**src/rtl/irqc_pkg.sv**
```systemverilog
package irqc_pkg;
  localparam int unsigned NLVL  = 7;
  localparam int unsigned LVL_W = $clog2(NLVL + 1);

  // lines eligible for a take: levels 1..6 above the mask, level 7 always
  function automatic logic [NLVL-1:0] eligible(input logic [NLVL-2:0] qual,
                                                input logic            nmi,
                                                input logic [LVL_W-1:0] msk);
    logic [NLVL-1:0] e;
    for (int i = 0; i < NLVL - 1; i++)
      e[i] = qual[i] && (LVL_W'(i + 1) > msk);
    e[NLVL-1] = nmi;
    return e;
  endfunction

  // binary level number of the highest set bit, 0 when none
  function automatic logic [LVL_W-1:0] highest(input logic [NLVL-1:0] v);
    logic [LVL_W-1:0] r;
    r = '0;
    for (int i = 0; i < NLVL; i++)
      if (v[i]) r = LVL_W'(i + 1);
    return r;
  endfunction
endpackage

```
**src/rtl/irqc_sync_qual.sv**
```systemverilog
module irqc_sync_qual #(
  parameter int unsigned        N          = 7,
  parameter int unsigned        STAGES     = 2,
  parameter logic [N-1:0]       RST_ACTIVE = '0
) (
  input  logic         clk,
  input  logic         rst_n,
  input  logic [N-1:0] req_n,
  output logic [N-1:0] qual
);
  logic [N-1:0] act;
  logic [N-1:0] hist;

  for (genvar g = 0; g < N; g++) begin : g_line
    logic [STAGES-1:0] chain;
    always_ff @(posedge clk or negedge rst_n) begin
      if (!rst_n) chain <= {STAGES{~RST_ACTIVE[g]}};
      else        chain <= {chain[STAGES-2:0], req_n[g]};
    end
    assign act[g] = ~chain[STAGES-1];

    always_ff @(posedge clk or negedge rst_n) begin
      if (!rst_n) hist[g] <= RST_ACTIVE[g];
      else        hist[g] <= act[g];
    end
    assign qual[g] = act[g] & hist[g];

    // a qualified line was also active on the previous sample
    p_two_samples_r4: assert property (@(posedge clk) disable iff (!rst_n)
      qual[g] |-> $past(act[g]));
  end
endmodule

```
**src/rtl/irqc_nmi_edge.sv**
```systemverilog
module irqc_nmi_edge (
  input  logic clk,
  input  logic rst_n,
  input  logic qual7,
  input  logic mask_wr,
  input  logic clr,
  output logic pend
);
  logic prev;
  logic rise_evt;
  logic rearm_evt;

  assign rise_evt  = qual7 & ~prev;
  assign rearm_evt = mask_wr & qual7;

  always_ff @(posedge clk or negedge rst_n) begin
    if (!rst_n) begin
      prev <= 1'b1;
      pend <= 1'b0;
    end else begin
      prev <= qual7;
      if (rise_evt || rearm_evt) pend <= 1'b1;
      else if (clr)              pend <= 1'b0;
    end
  end

  p_pend_set_r6: assert property (@(posedge clk) disable iff (!rst_n)
    (rise_evt || rearm_evt) |=> pend);
  // a new pending flag only follows an edge or a rearming write
  p_pend_cause_r5: assert property (@(posedge clk) disable iff (!rst_n)
    $rose(pend) |-> $past(rise_evt || rearm_evt));
endmodule

```
**src/rtl/irqc_select.sv**
```systemverilog
module irqc_select
  import irqc_pkg::*;
(
  input  logic [NLVL-2:0]  qual_lo,
  input  logic             nmi_pend,
  input  logic [LVL_W-1:0] msk,
  output logic             sel_any,
  output logic [LVL_W-1:0] sel_lvl
);
  logic [NLVL-1:0] elig;
  always_comb begin
    elig    = eligible(qual_lo, nmi_pend, msk);
    sel_any = |elig;
    sel_lvl = highest(elig);
  end
endmodule

```
**src/rtl/irq_recognizer.sv**
```systemverilog
module irq_recognizer
  import irqc_pkg::*;
#(
  parameter int unsigned SYNC_STAGES = 2
) (
  input  logic             clk,
  input  logic             rst_n,
  input  logic [NLVL-1:0]  req_n,
  input  logic             mask_wr,
  input  logic [LVL_W-1:0] mask_wdata,
  input  logic             bnd_stb,
  input  logic             exc_done,
  input  logic             ack,
  input  logic [LVL_W-1:0] ack_lvl,
  output logic             take,
  output logic [LVL_W-1:0] take_lvl,
  output logic [LVL_W-1:0] mask
);
  localparam logic [NLVL-1:0] RST_ACT = NLVL'(1) << (NLVL - 1);
  localparam logic [LVL_W-1:0] TOP_LVL = LVL_W'(NLVL);

  logic [NLVL-1:0]  qual;
  logic             nmi_pend;
  logic             nmi_clr;
  logic             sel_any;
  logic [LVL_W-1:0] sel_lvl;
  logic             wait_q;
  logic             take_evt;

  irqc_sync_qual #(.N(NLVL), .STAGES(SYNC_STAGES), .RST_ACTIVE(RST_ACT)) u_sq (
    .clk(clk), .rst_n(rst_n), .req_n(req_n), .qual(qual));

  assign nmi_clr = ack && (ack_lvl == TOP_LVL);

  irqc_nmi_edge u_nmi (
    .clk(clk), .rst_n(rst_n), .qual7(qual[NLVL-1]), .mask_wr(mask_wr),
    .clr(nmi_clr), .pend(nmi_pend));

  irqc_select u_sel (
    .qual_lo(qual[NLVL-2:0]), .nmi_pend(nmi_pend), .msk(mask),
    .sel_any(sel_any), .sel_lvl(sel_lvl));

  assign take_evt = (bnd_stb || exc_done) && !wait_q && sel_any;

  always_ff @(posedge clk or negedge rst_n) begin
    if (!rst_n) begin
      mask     <= TOP_LVL;
      take     <= 1'b0;
      take_lvl <= '0;
      wait_q   <= 1'b0;
    end else begin
      take <= 1'b0;
      if (ack) begin
        mask   <= ack_lvl;
        wait_q <= 1'b0;
      end else if (mask_wr) begin
        mask <= mask_wdata;
      end
      if (take_evt) begin
        take     <= 1'b1;
        take_lvl <= sel_lvl;
        wait_q   <= 1'b1;
      end
    end
  end

  p_take_pulse_r7: assert property (@(posedge clk) disable iff (!rst_n)
    take |=> !take);
  p_take_cause_r7: assert property (@(posedge clk) disable iff (!rst_n)
    $rose(take) |-> $past(bnd_stb || exc_done));
  p_take_level_r1: assert property (@(posedge clk) disable iff (!rst_n)
    take |-> take_lvl != '0);
  p_above_mask_r2: assert property (@(posedge clk) disable iff (!rst_n)
    (take && take_lvl != TOP_LVL) |-> take_lvl > $past(mask));
  p_nmi_wins_r3: assert property (@(posedge clk) disable iff (!rst_n)
    nmi_pend |-> sel_lvl == TOP_LVL);
  p_ack_mask_r8: assert property (@(posedge clk) disable iff (!rst_n)
    ack |=> mask == $past(ack_lvl));
endmodule

```
**config.mk**
```make
export PLATFORM = sky130hd
export DESIGN_NAME = irq_recognizer
export DESIGN_NICKNAME = d
export VERILOG_FILES = /design/src/rtl/irqc_pkg.sv /design/src/rtl/irqc_sync_qual.sv /design/src/rtl/irqc_nmi_edge.sv /design/src/rtl/irqc_select.sv /design/src/rtl/irq_recognizer.sv
export SDC_FILE = /design/constraint.sdc
export NUM_CORES = 1
export LEC_CHECK = 0
export BUFFER_PORTS_ARGS = -buffer_cell sky130_fd_sc_hd__clkbuf_2
export CAP_MARGIN = 20
export CORE_ASPECT_RATIO = 1.4
export CORE_MARGIN = 2
export CORE_UTILIZATION = 40
export CTS_CLUSTER_SIZE = 24
export DETAILED_ROUTE_END_ITERATION = 12
export HOLD_SLACK_MARGIN = 0.1
export PLACE_DENSITY = 0.69
export SETUP_SLACK_MARGIN = 0.02
export SLEW_MARGIN = 20
export SYNTH_ARGS = -nofsm -noshare
export SYNTH_HDL_FRONTEND = slang
export SYNTH_HIERARCHICAL = 1
export SYNTH_SLANG_ARGS = --single-unit
```
**constraint.sdc**
```tcl
create_clock -name clk -period 1.7 [get_ports clk]
set_input_delay 0 -clock clk [delete_from_list [all_inputs] [get_ports clk]]
set_output_delay 0 -clock clk [all_outputs]
set_load 0.01 [all_outputs]
```
==> metrics.md, run 1 <==
| Metric | Value |
|---|---|
| Final Max Slew Viols | 0 |
| Syn nets | 107 |
| Static leakage power | 0.764 nW |
| CP required | 1.86 ns |
| Crit path kind | flop to flop |
| CP endpoint kind | flop |
| Global placer's final weighted congestion | 0.761 |
| Register Area | between 700 and 800 µm² |
| Total gr overflow | 0 |
| Initial core utilization | 41.6% |
| Clock-pin slew on the worst setup and hold paths | around 0.060 ns |
| Place WS | -0.00145 ns |
| CP max-delay cell | dfstp_2 |
| Final hold viol count | 0 |
| Tot Pwr | 1.63 mW |
| Largest net degree at the start of global routing | 32 |
| Layout Skew | between 0.007 and 0.008 ns |
| Share of post-route cells with drive strength above 1 | 47.3% |
| CP max FO | 4 |
| First drt pass iteration count | 4 |
| Clk root buf | clkbuf_8 |
| Crit path time final | 1.69 ns |
| Sequential share of the synthesized area | about two thirds |
| IO buf count | 25 |
| Final WS setup | ~0.0051 ns |
| Hold WS | 0.108 ns |
| Share of the core filled with cells | 60.0% |
| WL final | 2240 µm |
| Post-Syn Area | 1170 µm² |
| GR Util All Layers | 15.4% |
| Met2 Usage GRT | 26.0% |
| Die Footprint | 3390 µm² |
| ANT cells | 0 |
| Post-synthesis register bit count | 31 |
| Slew headroom | 53.1% |
| Core Area | ~2800 µm² |
| Clock latency on the worst-skew pair | between 0.2 and 0.3 ns |
| DR WL/cell | 12.3 µm |
| RSZ-0062 raised after global routing | true |
| Top Ports | 26 |
| Met1 Usage GRT | 14.6% |
| TritonCTS Buffers | 5 |
| Synth-to-layout area growth | 44.3% |
| Status | complete, no violations |
| Area occupied by multi-input gates | 359 µm² |
| GRT busiest layer | met2 |
| Cells after Synth | 88 |
| # DRC | 0 |
| M3 GR Usage | under 10% |
| Fillers | 242 |
| Area contributors post-synth | dfstp_2 38%, dfrtp_1 30%, mux2_4 3.8%, nor2b_1 3.7%, mux2i_1 3.4% |
| Vias in the first global route | 905 |
| Syn. warnings | 6 |
| Num rows | 23 |
| Vias per std cell | 4.75 |
| Power density cells | around 970 nW/µm² |
| Unique masters post-synth | 23 |
| Worst-margin pin slew | 0.703 ns |
| CP max stage delay | about 0.37 ns |
| Final setup vio count | 0 |
| Fmax | 0.590 GHz |
| Die H | about 68 µm |
| TritonCTS clock tree | yes |
| Synthesized area per cell | around 13 µm² |
| Vias | 870 |
| Worst-path cell chain | nor2b_2, inv_2, a21oi_2, nor4_2, o21ai_1, o21ai_2, nor2_4, mux2_4 |
| Initial drt markers | 28 |
| Maximum level of the CTS H-tree | 2 |
| Worst setup SP type | flop |
| Synth area leader | dfstp_2 |
| Antenna viol nets, final | 0 |
| Fin nets | 165 |
| Die span in x | 49.8 µm |
| Detailed placement HPWL | 1380 µm |
| First-pass GRT wire length | about 3700 µm |
| WP data arrival | 1.85 ns |
| Hold Path Class | input pin to flop |
| Final Cycle Share | between 90% and 100% |
| Peak VDD IR | 740 µV |
| Yosys top cell area share | 38.1% |
| Clk buf depth | 2 |
| Setup TNS | 0 ns |
| Number of maximum-capacitance violations | 0 |
| Initial antenna violation count | 0 |
| Clk sinks | 31 |
[final cells by class]
| class | instances | share of cell area [%] |
|---|---|---|
| tap | 37 | 2.74 |
| timing repair buffer | 51 | 22.2 |
| sequential | 31 | 47.1 |
| multi-input combinational | 47 | 21.2 |
| clock buffer | 7 | 4.51 |
| inverter | 10 | 2.22 |
[per-layer routing]
layer  up-vias  share of wire [%]  routed length [µm]
li1        404                  -                   -
met1       417                 39                 874
met2        35                 49                1100
met3        14                5.7                 128
met4         0                6.2                 140
met5         -                  0                   0
[cell families (layout without fill, tap and decap cells)]
logic type      after synthesis  in the layout  synth area share (%)
flops                        31             31                  68.0
simple gates                 24             24                  12.5
buf+inv                      10             68                  3.20
mux                           7              7                  7.26
compound gates               16             16                  9.07
[placed cells by master, fill, tap and decap left out, types with 2 or more instances in the layout]
master / count
mux2i_1: 4
clkbuf_2: 24
buf_4: 6
nor2_1: 6
mux2_4: 3
inv_1: 9
o21ai_0: 7
nor2b_2: 3
dlygate4sd3_1: 21
clkbuf_8: 5
nand2_1: 4
dfstp_2: 17
nor2b_1: 3
a21oi_2: 2
dfrtp_1: 14
clkbuf_1: 2
[Yosys cell counts (all sizes together)]
cell,number
a22o,1
nor2b,7
a21boi,1
nand3b,1
o41ai,1
nand2b,2
dfrtp,14
nor4,1
nand2,5
nor2,7
a31oi,1
inv,10
o21ai,9
nor3,1
mux2i,4
a21oi,3
mux2,3
dfstp,17
[power breakdown]
part	internal, mW	switching [mW]
Sequential	0.818	0.0418
Clock	0.281	0.232
Combinational	0.148	0.112
Total	1.25	0.386
[critical path: cells and delay by family, from the launching register on]
family,cells,cell delay [ns]
compound gates,3,0.45
buf+inv,1,0.06
flops,1,0.37
mux,1,0.32
simple gates,3,0.37
[metrics by stage]
stage | area [µm²] | std cells
after floorplan | 1170 | 88
after global placement | 1340 | 150
after detailed placement | 1340 | 150
after CTS | 1650 | 181
after global routing | 1690 | 183
final | 1690 | 183
[sequential cells by signal (all words and copies together), names as in the netlist]
name	cells
u_sq/g_line.chain	14
u_sq/hist	7
mask	3
take_lvl	3
take	1
u_nmi/pend	1
u_nmi/prev	1
wait_q	1
[path summary, 6_finish.rpt]
| path | from | endpoint | slack [ns] | cells past startpoint |
|---|---|---|---|---|
| min in group asynchronous | rst_n | u_sq/hist[0]$_DFF_PN0_ | 0.30 | 2 |
| hold / removal | mask_wr | mask[1]$_DFFE_PN1P_ | 0.11 | 3 |
| setup reg to reg | u_sq/g_line[2].chain[1]$_DFF_PN1_ | take_lvl[0]$_DFFE_PN0P_ | 0.005 | 8 |
| setup / recovery | u_sq/g_line[2].chain[1]$_DFF_PN1_ | take_lvl[0]$_DFFE_PN0P_ | 0.005 | 8 |
| hold reg to reg | u_sq/g_line[0].chain[0]$_DFF_PN1_ | u_sq/g_line[0].chain[1]$_DFF_PN1_ | 0.34 | 0 |
| max in group asynchronous | rst_n | u_sq/g_line[6].chain[1]$_DFF_PN0_ | 0.94 | 2 |
[timing repair]
action,CTS,global route
hold buffers,20,3
resized for setup,1,7
setup endpoints to repair,3,6
setup buffers,4,2
hold endpoints to repair,26,2
pin swaps,3,3
No activity file was read; power rests on OpenSTA's default activity.
==> run 2, diff against run 1 <==
--- a/config.mk
+++ b/config.mk
@@ -18,5 +18,4 @@
 export SLEW_MARGIN = 20
 export SYNTH_ARGS = -nofsm -noshare
 export SYNTH_HDL_FRONTEND = slang
-export SYNTH_HIERARCHICAL = 1
 export SYNTH_SLANG_ARGS = --single-unit
==> constraint.sdc (replaced) <==
create_clock -name clk -period 1.7 [get_ports clk]
set_input_delay 0 -clock clk [delete_from_list [all_inputs] [get_ports clk]]
set_output_delay 0 -clock clk [all_outputs]
set_load 0.05 [all_outputs]
==> run 2 against run 1 <==
Against the previous run: flip-flop and latch count is the same; register-to-register slack better by 0.13 ns; critical path type unchanged; utilization shrank 2.5 points; global-route usage up 0.42 points; critical endpoint unchanged.
==> metrics.md, run 2 <==
| Metric | Value |
|---|---|
| CP max FO | 8 (+4) |
| Fin nets | 159 (-3.6%) |
| ANT cells | 0 (unchanged) |
| GR Util All Layers | 15.9% (+0.42 points) |
| Setup TNS | 0 ns (unchanged) |
| Yosys top cell area share | 37.9% (-0.20 points) |
| Clock-pin slew on the worst setup and hold paths | 0.06 ns (about the same) |
| Share of the core filled with cells | 57.4% (-2.5 points) |
| Slew headroom | 51.2% (-1.9 points) |
| Post-Syn Area | 1180 µm² (+0.53%) |
| Status | complete, no violations |
| Worst-margin pin slew | 0.732 ns (+0.0287 ns) |
| TritonCTS clock tree | yes |
| Fillers | 241 (-0.41%) |
| Final WS setup | 0.139 ns (+0.134 ns) |
| Layout Skew | 0.00205 ns (-0.00580 ns) |
| Synth top cells by count | 17 x dfstp_2, 14 x dfrtp_1, 8 x inv_1 |
| CP max stage delay | 0.54 ns (+0.17 ns) |
| First-pass GRT wire length | 3740 µm (+0.92%) |
| Die H | 68.2 µm (+0.25%) |
| Clock latency on the worst-skew pair | 0.28 ns (about the same) |
| Syn nets | 109 (+1.9%) |
| Detailed placement HPWL | 1480 µm (+7.2%) |
| Initial core utilization | 41.4% (-0.20 points) |
| Num rows | 23 (unchanged) |
| Register Area | 797 µm² (unchanged) |
| Antenna viol nets, final | 0 (unchanged) |
| Post-synthesis register bit count | 31 (unchanged) |
| Inst Count DP | 151 (+0.67%) |
| Commonest non-fill, non-tap cell in the layout | clkbuf_2 |
| CP required | 1.90 ns (+0.04 ns) |
| Final Instance Area | 1640 µm² (-3.3%) |
| Static leakage power | 0.744 nW (-2.6%) |
| Final Cycle Share | 91.8% (-7.9 points) |
| Top Ports | 26 (unchanged) |
| Worst setup SP type | flop |
| Area occupied by multi-input gates | 348 µm² (-3.1%) |
| Global placer's final weighted congestion | 0.838 (+10%) |
| Synth area leader | dfstp_2 |
| Sequential share of the synthesized area | 67.6% (-0.36 points) |
| Vias per std cell | 4.75 (about the same) |
| Clk sinks | 31 (unchanged) |
| Placed Area | 1340 µm² (-0.37%) |
| First drt pass iteration count | 4 (unchanged) |
| Core Area | 2850 µm² (+1.0%) |
| Max FFs per register | 14 (unchanged) |
| Die span in x | 49.9 µm (+0.24%) |
| Unique masters post-synth | 29 (+26%) |
| Synthesized area per cell | 13.1 µm² (-1.7%) |
| Final hold viol count | 0 (unchanged) |
| Crit path time final | 1.56 ns (-0.134 ns) |
| Synth-to-layout area growth | 38.9% |
| Critical path's top delay family | simple AND/OR/NAND/NOR gates |
| Die Footprint | 3400 µm² (+0.49%) |
| Initial antenna violation count | 0 (unchanged) |
| Number of maximum-capacitance violations | 0 (unchanged) |
| CP endpoint kind | flop |
| Commonest cells after routing, fill and taps aside | 25 x clkbuf_2, 19 x dlygate4sd3_1, 17 x dfstp_2 |
| Hold path cells | 3 (unchanged) |
| Hold Path Class | input pin to flop |
| Final setup vio count | 0 (unchanged) |
| Share of post-route cells with drive strength above 1 | 39.0% (-8.3 points) |
| Fmax | 0.640 GHz (+8.6%) |
| Syn. warnings | 0 (-6) |
| Cells after Synth | 90 (+2.3%) |
| Worst-path cell chain | or4b_4, nor3_1, o221ai_1, a31oi_1 |
| WP data arrival | 1.76 ns (-0.09 ns) |
| Peak VDD IR | 736 µV (-0.64%) |
| Setup bufs post-CTS | 0 (-4) |
| Ys flop type | dfstp_2 |
| Levels on crit path | 4 (-4) |
| Vias | 846 (-2.8%) |
| TritonCTS Buffers | 5 (unchanged) |
| Count leader, synth | dfstp_2 |
| Top flop regs | u_sq.g_line.chain: 14 flops, u_sq.hist: 7 flops |
| DR WL/cell | 12.8 µm (+4.2%) |
| Power density cells | 1160 nW/µm² (+20%) |
| Clk root buf | clkbuf_8 |
| CP max-delay cell | or4b_4 |
| Place WS | 0.139 ns (+0.140 ns) |
| Area contributors post-synth | dfstp_2 38%, dfrtp_1 30%, mux2i_1 2.5%, inv_1 2.5%, a22o_1 2.2% |
| RSZ-0062 raised after global routing | false |
| WL final | 2270 µm (+1.3%) |
| Clk buf depth | 2 (unchanged) |
| Tot Pwr | 1.90 mW (+16%) |
| Maximum level of the CTS H-tree | 2 (unchanged) |
| # DRC | 0 (unchanged) |
| Largest net degree at the start of global routing | 32 (unchanged) |
| Vias in the first global route | 844 (-6.7%) |
| Hold WS | 0.0930 ns (-0.0150 ns) |
| Final Max Slew Viols | 0 (unchanged) |
| Crit path kind | flop to flop |
| Reg with most FFs | u_sq.g_line.chain |
| Non-filler cells, final | 178 (-2.7%) |
| Initial drt markers | 17 (-39%) |
| Worst path bufs/invs | 0 (-1) |
| Async SR Flop Fraction | 100% (unchanged) |
| IO buf count | 25 (unchanged) |
| Number of synthesized flops with an enable pin | 0 (unchanged) |
| R2R cell count | 4 (-4) |
| Total gr overflow | 0 (unchanged) |
## run 2: cell count changes after synthesis, moves of 2 or more
cell      change
nor2b_1       -4
mux2_4        -3
nand2b_1      +3
a21o_1        +2
a22o_1        +2
inv_1         -2
nor3_1        +2
o21ai_0       -2
## run 2: final timing paths
kind,end,slack [ns],from
max,take_lvl[0]$_DFFE_PN0P_,0.14,mask[1]$_DFFE_PN1P_
min,mask[1]$_DFFE_PN1P_,0.09,mask_wr
max reg2reg,take_lvl[0]$_DFFE_PN0P_,0.14,mask[1]$_DFFE_PN1P_
min reg2reg,u_sq.g_line[0].chain[1]$_DFF_PN1_,0.36,u_sq.g_line[0].chain[0]$_DFF_PN1_
max in group asynchronous,wait_q$_DFFE_PN0P_,0.92,rst_n
min in group asynchronous,u_sq.hist[5]$_DFF_PN0_,0.31,rst_n
## run 2: what timing repair did
item,CTS,global route
resized for setup,0,1
endpoints found under the hold margin,26,3
setup endpoints to repair,0,6
hold buffers,18,4
## run 2: area by class of cell
class	count	area share, %
flip-flops and latches	31	48.7
inverters	8	1.83
well taps	37	2.83
repair buffers	44	19.3
multi-input cells	50	21.3
clock buffers	8	6.12
## run 2: report_power, final
part	internal (mW)	switching, mW
clock	0.369	0.252
combinational	0.146	0.249
sequential	0.833	0.0522
total	1.35	0.554
## run 2: cell families after synthesis
| kind of cell | Yosys count | synth area share [%] |
|---|---|---|
| compound gates | 23 | 14.9 |
| buf+inv | 9 | 3.50 |
| flops | 31 | 67.6 |
| mux | 3 | 2.55 |
| simple gates | 24 | 11.5 |
## run 2: worst reg2reg max path, delay by kind of cell (launching register included)
kind	cells	cell delay, ns
compound gates	2	0.35
flops	1	0.41
simple gates	2	0.73
## run 2: routing by layer
metal | vias up | GRT usage (%) | part of all wire [%]
li1 | 412 | - | -
met1 | 404 | 17.2 | 40
met2 | 25 | 26.2 | 52
met3 | 5 | 6.55 | 5.4
met4 | 0 | 9.38 | 2.3
met5 | - | 0 | 0
==> run 3, diff against run 2 <==
--- a/config.mk
+++ b/config.mk
@@ -9,13 +9,14 @@
 export CAP_MARGIN = 20
 export CORE_ASPECT_RATIO = 1.4
 export CORE_MARGIN = 2
-export CORE_UTILIZATION = 40
+export CORE_UTILIZATION = 45
 export CTS_CLUSTER_SIZE = 24
 export DETAILED_ROUTE_END_ITERATION = 12
 export HOLD_SLACK_MARGIN = 0.1
-export PLACE_DENSITY = 0.69
+export PLACE_DENSITY = 0.75
 export SETUP_SLACK_MARGIN = 0.02
 export SLEW_MARGIN = 20
 export SYNTH_ARGS = -nofsm -noshare
 export SYNTH_HDL_FRONTEND = slang
+export SYNTH_HIERARCHICAL = 1
 export SYNTH_SLANG_ARGS = --single-unit
==> run 3 against run 2 <==
Against the previous run: critical path depth increased by 3; clock-buffer cell count did not move; non-clock buffer count is 6 higher; maximum frequency decreased by 6.6%; combinational power fell by 15%; largest cell class unchanged; critical path type unchanged; worst setup slack got worse by 0.11 ns; critical endpoint is now take_lvl[2]$_DFFE_PN0P_; highest routed layer unchanged; first-iteration DRC count fell by 53%; sequential share of layout area shrank 0.76 points; clock skew increased by 0.0034 ns.
==> metrics.md, run 3 (synthesized netlist as in run 1, its figures left out) <==
| Metric | Value |
|---|---|
| Status | complete, no violations |
| Die Footprint | 3040 µm² (-11%) |
| Power density cells | 999 nW/µm² (-14%) |
| Maximum level of the CTS H-tree | 2 (unchanged) |
| Clock latency on the worst-skew pair | 0.32 ns (+0.04 ns) |
| Top Ports | 26 (unchanged) |
| TritonCTS Buffers | 5 (unchanged) |
| Worst setup SP type | flop |
| Critical path's top delay family | flip-flops |
| Vias | 841 (-0.59%) |
| Final Max Slew Viols | 0 (unchanged) |
| GR Util All Layers | 16.9% (+1.0 points) |
| Worst Setup SP | mask[1]$_DFFE_PN1P_ |
| Final hold viol count | 0 (unchanged) |
| Final Instance Area | 1670 µm² (+2.1%) |
| R2R cell count | 7 (+3) |
| Commonest cells after routing, fill and taps aside | 24 x clkbuf_2, 21 x dlygate4sd3_1, 16 x dfstp_2 |
| Total gr overflow | 0 (unchanged) |
| Largest net degree at the start of global routing | 32 (unchanged) |
| Clk sinks | 31 (unchanged) |
| First-pass GRT wire length | 3480 µm (-6.8%) |
| DR WL/cell | 12.1 µm (-5.0%) |
| Max FFs per register | 14 (unchanged) |
| Hold Path Class | input pin to asynchronous set/reset pin |
| Initial antenna violation count | 0 (unchanged) |
| CP max-delay cell | dfstp_4 |
| Worst R2R Setup Slack | 0.03 ns (-0.11 ns) |
| Levels on crit path | 7 (+3) |
| Vias per std cell | 4.67 (-1.7%) |
| WP data arrival | 1.89 ns (+0.13 ns) |
| Synth-to-layout area growth | 42.5% |
| RR Endpoint | take_lvl[2]$_DFFE_PN0P_ |
| Fin nets | 164 (+3.1%) |
| Worst-path cell chain | nand2b_4, a21oi_2, nor4_2, o21ai_1, o21ai_2, nor2_4, mux2_4 |
| WL final | 2180 µm (-4.0%) |
| Clk root buf | clkbuf_4 |
| Detailed placement HPWL | 1310 µm (-12%) |
| Crit path time final | 1.67 ns (+0.111 ns) |
| CP max FO | 6 (-2) |
| CP endpoint kind | flop |
| Static leakage power | 0.761 nW (+2.2%) |
| Fillers | 185 (-23%) |
| Layout Skew | 0.00550 ns (+0.00344 ns) |
| Final setup vio count | 0 (unchanged) |
| Worst-margin pin slew | 0.714 ns (-0.0183 ns) |
| Die H | 64.4 µm (-5.6%) |
| CP required | 1.92 ns (+0.02 ns) |
| First drt pass iteration count | 4 (unchanged) |
| Initial core utilization | 48.0% (+6.6 points) |
| Share of post-route cells with drive strength above 1 | 44.5% (+5.5 points) |
| Placed Area | 1340 µm² (+0.37%) |
| Antenna viol nets, final | 0 (unchanged) |
| Area occupied by multi-input gates | 348 µm² (unchanged) |
| ANT cells | 0 (unchanged) |
| CP max stage delay | 0.65 ns (+0.11 ns) |
| Number of maximum-capacitance violations | 0 (unchanged) |
| TritonCTS clock tree | yes |
| Slew headroom | 52.4% (+1.2 points) |
| Share of the core filled with cells | 68.4% (+11 points) |
| Die span in x | 47.1 µm (-5.5%) |
| Worst path bufs/invs | 0 (unchanged) |
| Register Area | 801 µm² (+0.47%) |
| Initial drt markers | 8 (-9) |
| Fmax | 0.598 GHz (-6.6%) |
| Top flop regs | u_sq/g_line.chain: 14 flops, u_sq/hist: 7 flops |
| Worst Setup EP | take_lvl[2]$_DFFE_PN0P_ |
| # DRC | 0 (unchanged) |
| Clock-pin slew on the worst setup and hold paths | 0.09 ns (+0.03 ns) |
| RSZ-0062 raised after global routing | true |
| Final Cycle Share | 98.4% (+6.5 points) |
| Vias in the first global route | 816 (-3.3%) |
| Setup TNS | 0 ns (unchanged) |
| Global placer's final weighted congestion | 0.754 (-10%) |
| R2r startpoint | mask[1]$_DFFE_PN1P_ |
| IO buf count | 25 (unchanged) |
| Clk buf depth | 2 (unchanged) |
| Num rows | 21 (-8.7%) |
| Peak VDD IR | 723 µV (-1.7%) |
| Commonest non-fill, non-tap cell in the layout | clkbuf_2 |
| Core Area | 2440 µm² (-14%) |
| Crit path kind | flop to flop |
| Reg with most FFs | u_sq/g_line.chain |
## run 3: changes by cell type in the layout (fill, tap and decap cells not counted), moves of 3 or more
cell / delta
nor2b_2: +3
clkbuf_8: -5
clkbuf_4: +5
nand2b_1: -3
mux2_4: +3
## run 3: metrics by stage
stage	setup slack (ns)	hold slack [ns]	std cells	power (mW)
floorplan	-0.0187	-0.296	88	1.06
global placement	0.0543	0.0773	147	1.14
detailed placement	0.0252	0.0888	147	1.15
CTS	0.0112	0.272	178	1.68
global route	-0.0650	0.289	180	1.76
finish	0.0275	0.256	180	1.67
## run 3: worst min-delay path by stage
| stage | end | cells after the start |
|---|---|---|
| 4_1_cts | u_sq/hist[1]$_DFF_PN0_ | 2 |
| 5_1_grt | u_sq/g_line[2].chain[0]$_DFF_PN1_ | 2 |
| 3_5_place_dp | u_sq/g_line[1].chain[0]$_DFF_PN1_ | 1 |
| 6_report | u_sq/hist[1]$_DFF_PN0_ | 2 |
| 2_1_floorplan | take$_DFF_PN0_ | 0 |
| 3_3_place_gp | u_sq/hist[2]$_DFF_PN0_ | 1 |
## run 3: cell type report
cell class,instances,area share (%)
flip-flops and latches,31,47.9
repair buffers,50,22.3
multi-input cells,47,20.8
clock buffers,8,4.12
well taps,34,2.55
inverters,10,2.25
## run 3: what timing repair did
action,CTS,global route
gates resized for setup,2,7
endpoints found under the hold margin,27,3
pin swaps,0,2
hold buffers,21,2
endpoints found under the setup margin,3,5
buffers inserted,2,1
## run 3: report_power, final
part | total, mW | switching (mW) | internal [mW]
logic | 0.337 | 0.196 | 0.141
clock network | 0.473 | 0.230 | 0.243
registers | 0.858 | 0.0403 | 0.818
total | 1.67 | 0.466 | 1.20
## run 3: worst reg2reg max path, cell delays in order (launching register included)
cell and delay, ns:
dfstp_4 0.65, nand2b_4 0.14, a21oi_2 0.05, nor4_2 0.14, o21ai_1 0.12, o21ai_2 0.10
nor2_4 0.07, mux2_4 0.29
## run 3: per-layer routing
layer	part of all wire [%]	GRT usage [%]
met1	40	18.0
met2	53	26.9
met3	3.6	7.06
met4	3.6	9.38
met5	0	0
